`src/rtl/audio_clkgen_pkg.sv`:
```
package audio_clkgen_pkg;

  // Strobes passed from the control decode to the counting datapath.
  typedef struct packed {
    logic srcTick;    // selected source pulse this cycle
    logic bitWrap;    // bit counter at terminal count on a source pulse
    logic frameWrap;  // frame counter at terminal count on a bit wrap
  } clkStrobes_t;

endpackage

```
`src/rtl/audio_clkgen_ctrl.sv`:
```
module audio_clkgen_ctrl
  import audio_clkgen_pkg::*;
#(
  parameter int BIT_W   = 8,
  parameter int FRAME_W = 7
) (
  input  logic               srcSel,
  input  logic               auxClkEn,
  input  logic               hsClkEn,
  input  logic [BIT_W-1:0]   bitCnt,
  input  logic [BIT_W-1:0]   bitDivAct,
  input  logic [FRAME_W-1:0] frameCnt,
  input  logic [FRAME_W-1:0] frameDivAct,
  output clkStrobes_t        strobes
);

  logic bitTerminal;
  logic frameTerminal;

  always_comb begin
    bitTerminal   = (bitCnt == bitDivAct);
    frameTerminal = (frameCnt == frameDivAct);
    strobes.srcTick   = srcSel ? hsClkEn : auxClkEn;
    strobes.bitWrap   = strobes.srcTick && bitTerminal;
    strobes.frameWrap = strobes.bitWrap && frameTerminal;
  end

endmodule

```
`src/rtl/audio_clkgen_dp.sv`:
```
module audio_clkgen_dp
  import audio_clkgen_pkg::*;
#(
  parameter int BIT_W   = 8,
  parameter int FRAME_W = 7
) (
  input  logic               clk,
  input  logic               rstN,
  input  clkStrobes_t        strobes,
  input  logic [BIT_W-1:0]   bitDiv,
  input  logic [FRAME_W-1:0] frameDiv,
  output logic [BIT_W-1:0]   bitCnt,
  output logic [BIT_W-1:0]   bitDivAct,
  output logic [FRAME_W-1:0] frameCnt,
  output logic [FRAME_W-1:0] frameDivAct,
  output logic               bitClkEn,
  output logic               frameSync
);

  // Bit prescaler: counts selected source pulses; reloads its divider on wrap.
  always_ff @(posedge clk or negedge rstN) begin
    if (!rstN) begin
      bitCnt    <= '0;
      bitDivAct <= '0;
    end else if (strobes.srcTick) begin
      if (strobes.bitWrap) begin
        bitCnt    <= '0;
        bitDivAct <= bitDiv;
      end else begin
        bitCnt <= bitCnt + 1'b1;
      end
    end
  end

  // Frame prescaler: counts bit wraps; reloads its divider on frame wrap.
  always_ff @(posedge clk or negedge rstN) begin
    if (!rstN) begin
      frameCnt    <= '0;
      frameDivAct <= '0;
    end else if (strobes.bitWrap) begin
      if (strobes.frameWrap) begin
        frameCnt    <= '0;
        frameDivAct <= frameDiv;
      end else begin
        frameCnt <= frameCnt + 1'b1;
      end
    end
  end

  // Registered output strobes.
  always_ff @(posedge clk or negedge rstN) begin
    if (!rstN) begin
      bitClkEn  <= 1'b0;
      frameSync <= 1'b0;
    end else begin
      bitClkEn  <= strobes.bitWrap;
      frameSync <= strobes.frameWrap;
    end
  end

  // the bit counter never passes its active terminal count
  a_r3_bit_cnt_bound: assert property (@(posedge clk) disable iff (!rstN)
    bitCnt <= bitDivAct);

  // the frame counter never passes its active terminal count
  a_r4_frame_cnt_bound: assert property (@(posedge clk) disable iff (!rstN)
    frameCnt <= frameDivAct);

  // the active bit divider changes only together with a bit-clock enable
  a_r7_bit_reload_at_wrap: assert property (@(posedge clk) disable iff (!rstN)
    !$stable(bitDivAct) |-> bitClkEn);

  // the active frame divider changes only together with a frame sync
  a_r8_frame_reload_at_wrap: assert property (@(posedge clk) disable iff (!rstN)
    !$stable(frameDivAct) |-> frameSync);

  // a frame sync always coincides with a bit-clock enable
  a_r9_sync_with_bit: assert property (@(posedge clk) disable iff (!rstN)
    frameSync |-> bitClkEn);

endmodule

```
`src/rtl/audio_clkgen.sv`:
```
module audio_clkgen
  import audio_clkgen_pkg::*;
#(
  parameter int BIT_W   = 8,
  parameter int FRAME_W = 7
) (
  input  logic               clk,
  input  logic               rstN,
  input  logic               srcSel,
  input  logic [BIT_W-1:0]   bitDiv,
  input  logic [FRAME_W-1:0] frameDiv,
  input  logic               auxClkEn,
  input  logic               hsClkEn,
  output logic               bitClkEn,
  output logic               frameSync
);

  clkStrobes_t        strobes;
  logic [BIT_W-1:0]   bitCnt;
  logic [BIT_W-1:0]   bitDivAct;
  logic [FRAME_W-1:0] frameCnt;
  logic [FRAME_W-1:0] frameDivAct;

  audio_clkgen_ctrl #(.BIT_W(BIT_W), .FRAME_W(FRAME_W)) u_ctrl (
    .srcSel      (srcSel),
    .auxClkEn    (auxClkEn),
    .hsClkEn     (hsClkEn),
    .bitCnt      (bitCnt),
    .bitDivAct   (bitDivAct),
    .frameCnt    (frameCnt),
    .frameDivAct (frameDivAct),
    .strobes     (strobes)
  );

  audio_clkgen_dp #(.BIT_W(BIT_W), .FRAME_W(FRAME_W)) u_dp (
    .clk         (clk),
    .rstN        (rstN),
    .strobes     (strobes),
    .bitDiv      (bitDiv),
    .frameDiv    (frameDiv),
    .bitCnt      (bitCnt),
    .bitDivAct   (bitDivAct),
    .frameCnt    (frameCnt),
    .frameDivAct (frameDivAct),
    .bitClkEn    (bitClkEn),
    .frameSync   (frameSync)
  );

  // without a pulse on the selected source, no bit-clock enable follows
  a_r2_no_tick_without_source: assert property (@(posedge clk) disable iff (!rstN)
    !(srcSel ? hsClkEn : auxClkEn) |=> !bitClkEn);

endmodule

```
`config.mk`:
```
export PLATFORM = sky130hd
export DESIGN_NAME = audio_clkgen
export DESIGN_NICKNAME = d
export VERILOG_FILES = /design/src/rtl/audio_clkgen_pkg.sv /design/src/rtl/audio_clkgen_ctrl.sv /design/src/rtl/audio_clkgen_dp.sv /design/src/rtl/audio_clkgen.sv
export SDC_FILE = /design/constraint.sdc
export NUM_CORES = 1
export LEC_CHECK = 0
export BUFFER_PORTS_ARGS = -buffer_cell sky130_fd_sc_hd__buf_2
export CAP_MARGIN = 0
export CELL_PAD_IN_SITES_DETAIL_PLACEMENT = 0
export CELL_PAD_IN_SITES_GLOBAL_PLACEMENT = 1
export CORE_UTILIZATION = 47
export CTS_CLUSTER_SIZE = 24
export DETAILED_ROUTE_END_ITERATION = 8
export GPL_ROUTABILITY_DRIVEN = 0
export GPL_TIMING_DRIVEN = 0
export PLACE_DENSITY_LB_ADDON = 0.1
export SETUP_SLACK_MARGIN = 0.05
export SLEW_MARGIN = 40
export SYNTH_ARGS = -nofsm -noshare
export SYNTH_HDL_FRONTEND = slang
export SYNTH_SLANG_ARGS = --single-unit
```
`constraint.sdc`:
```
create_clock -name clk -period 5.66 [get_ports clk]
set_clock_uncertainty 0.1 [all_clocks]
set_input_delay 0.849 -clock clk [delete_from_list [all_inputs] [get_ports clk]]
set_output_delay 0.849 -clock clk [all_outputs]
set_load 0.05 [all_outputs]
```
==> results.cfg <==
[outcome]
outcome = finished clean

[synthesis]
yosys.area_share.simple_pct = 22.7
yosys-top-cells-area = dfrtp_1 49%, nand2_1 8.8%, mux2_4 7.4%, xor2_1 5.4%, xnor2_1 3.8%
synth_top_area_cell = dfrtp_1
synthAdderAreaFrac_pct = 1.54
syn_area_sq_um = 1620
synthTopCellsByCount = 38 x nand2_1, 32 x dfrtp_1, 10 x o21ai_0, 10 x xor2_1, 8 x mux2_4
avgSynthCellArea_sq_um = 10.5
synth_top_area_share_pct = 49.3
yosysSeqAreaShare_pct = 49.3
synthMuxAreaShare_pct = 8.01
synth_compound_area_share_pct = 5.55
yosys_warnings = 0
synth_edf_count = 0
yosysUniqueCellTypes = 30
synthArstFlopShare_pct = 100
synth_xor_area_share_pct = 11.2
syn-instance-count = 155
ys_dominant_reg_cell = dfrtp_1
synth_fp_nets = 177
yosysMostFrequentCell = nand2_1
synth_seq_cells = 32
synth_top_family_by_area = simple AND/OR/NAND/NOR gates

[placed_design]
dpl_cell_area_sq_um = 1780
place_hpwl_mm = 2.10
place_inst = 220
portBuffers = 21
place_ws_ps = 3070

[sta]
finalCritPeriodShare_pct = 39.6
min_period_ps = 2240
fmax_mhz = 446
worst_pin_slew_ps = 702
slew_viol_final = 0
layout_setup_ws_ps = 3420
fin_setup_tns_ps = 0
rsz0062_at_grt = false
fin_hold_ws_ps = 400
finalSetupViolCount = 0
hold_viol = 0
relSlewSlack_pct = 53.2

[clock_tree]
postCtsSetupBuffers = 0
tritoncts = yes
ctsResizeCount = 0
postCtsHoldBufs = 0
cts_buffers = 5
cts_root_buf = clkbuf_4
clkTransAtPathRegs_ps = 90
insertion_delay_ps = 320
cts_buffer_depth = 2
htreeDepth = 2
cts_sinks = 32

[cells_and_area]
fillers = 288
multi_input_area_sq_um = 796
regArea_sq_um = 801
nets = 205
final_cell_area_sq_um = 1840
area_growth_pct = 13.5
drive_above_1_share_pct = 24.5
antenna_cells = 0
final-instance-count-excl-fill = 228

[grt]
grt_pass1_vias = 1090
track_usage_pct = 19.0
antenna_found_initial = 0
grt_pass1_wl_mm = 4.97
grt_overflow_total = 0
grt_max_degree = 33

[worst_setup_path]
critical_path_class = primary input to flop
endpoint_kind = flop
crit_slowest_cell = or3_1
cpPeakStageDelay_ps = 370
crit_path_start_kind = primary input
cp.required_ps = 5770
crit_chain = buf_2, mux2_4, nand3_4, or3_1, buf_6, nor2_8, mux2_4
worstPathMaxFanout = 9
critPathArrivalTime_ps = 2350
critPathMostFrequentCell = mux2_4

[hold_path]
hold_path.class = flop to flop

[floorplanning]
initial_core_util_pct = 51.5
die-height_um = 60.8
die-area_sq_um = 3690
rows = 20
io-pin-count = 22
fp.dieW_um = 60.8
coreArea_sq_um = 3150

[flow_run]
maxCapViolations = 0

[pwr]
p_per_area_nw_per_um2 = 460
p_leak_nw = 0.922
ir_drop_v = 0.000207

[route]
ant_nets = 0
viasPerCell = 5.07
drt-initial-drc-count = 40
vias = 1155
first_pass_iters = 4
drc_errors = 0
finalWirelength_mm = 2.93
route.detailed.wl_per_inst_um = 12.9
## final cells by class
type                    count  area share [%]
flip-flops and latches     32            43.4
multi-input cells         118            43.2
repair buffers             21            5.70
clock buffers               8            3.19
well taps                  44            2.99
plain buffers               3            1.09
inverters                   2           0.407
## layout by cell type, fill, tap and decap left out, types with 2 or more instances in the layout
cell type	n
nand4_1	3
ha_1	2
nand2_1	38
nor3_1	5
xnor2_1	7
nand3_1	4
and3_1	2
xnor2_2	2
xor2_1	10
a22oi_1	2
a21oi_1	5
dfrtp_1	32
clkbuf_1	3
clkbuf_4	5
or3_1	3
nor2_1	6
nand4b_1	2
mux2_4	8
o21ai_0	10
inv_1	2
buf_2	22
## state kept, by name, indices dropped and copies added, names as in the netlist
signal and cells:
u_dp.bitClkEn 1, u_dp.bitCnt 8, u_dp.frameCnt 7, u_dp.frameSync 1, u_dp.bitDivAct 8, u_dp.frameDivAct 7
## worst paths after layout
path	depth (start not counted)	start	to	slack, ps
max in group asynchronous	1	rstN	u_dp.bitCnt[5]	4550
min in group asynchronous	1	rstN	u_dp.frameCnt[5]	460
min reg2reg	2	u_dp.bitDivAct[2]	u_dp.bitDivAct[2]	400
max reg2reg	5	u_dp.frameCnt[2]	u_dp.frameDivAct[6]	3460
max	7	srcSel	u_dp.frameDivAct[6]	3420
min	2	u_dp.bitDivAct[2]	u_dp.bitDivAct[2]	400
## where the power goes
group          internal [mW]  total, mW  switching [mW]
Sequential             0.305      0.381          0.0750
Combinational          0.152      0.333           0.181
Clock                 0.0613      0.134          0.0726
Total                  0.519      0.847           0.329
## cell families after synthesis
| group | Yosys count |
|---|---|
| AO/OA/AOI/OAI | 17 |
| AND/OR/NAND/NOR | 71 |
| flip-flops | 32 |
| multiplexers | 9 |
| adder cells (fa/ha/maj) | 2 |
| buffers and inverters | 5 |
| XOR/XNOR | 19 |
## metal layers
layer | vias to the layer above | GRT usage (%) | part of all wire, %
met2 | 23 | 28.6 | 44
met1 | 544 | 25.7 | 51
met3 | 4 | 5.76 | 3.9
met4 | 0 | 7.79 | 1.3
met5 | - | 0 | 0
li1 | 584 | - | -
## worst max-delay path: cells and delay by family
kind	cells	cell delay, ps
buffers and inverters	2	260
multiplexers	2	570
AND/OR/NAND/NOR	3	650
## metrics by stage
stage                     util, %  power, mW
final                        58.5      0.847
after global routing         58.5      0.913
after CTS                    58.5      0.853
after detailed placement     56.6      0.717
after global placement       56.6      0.708
after floorplan                 -      0.644
(Power assumes the default switching activity.)
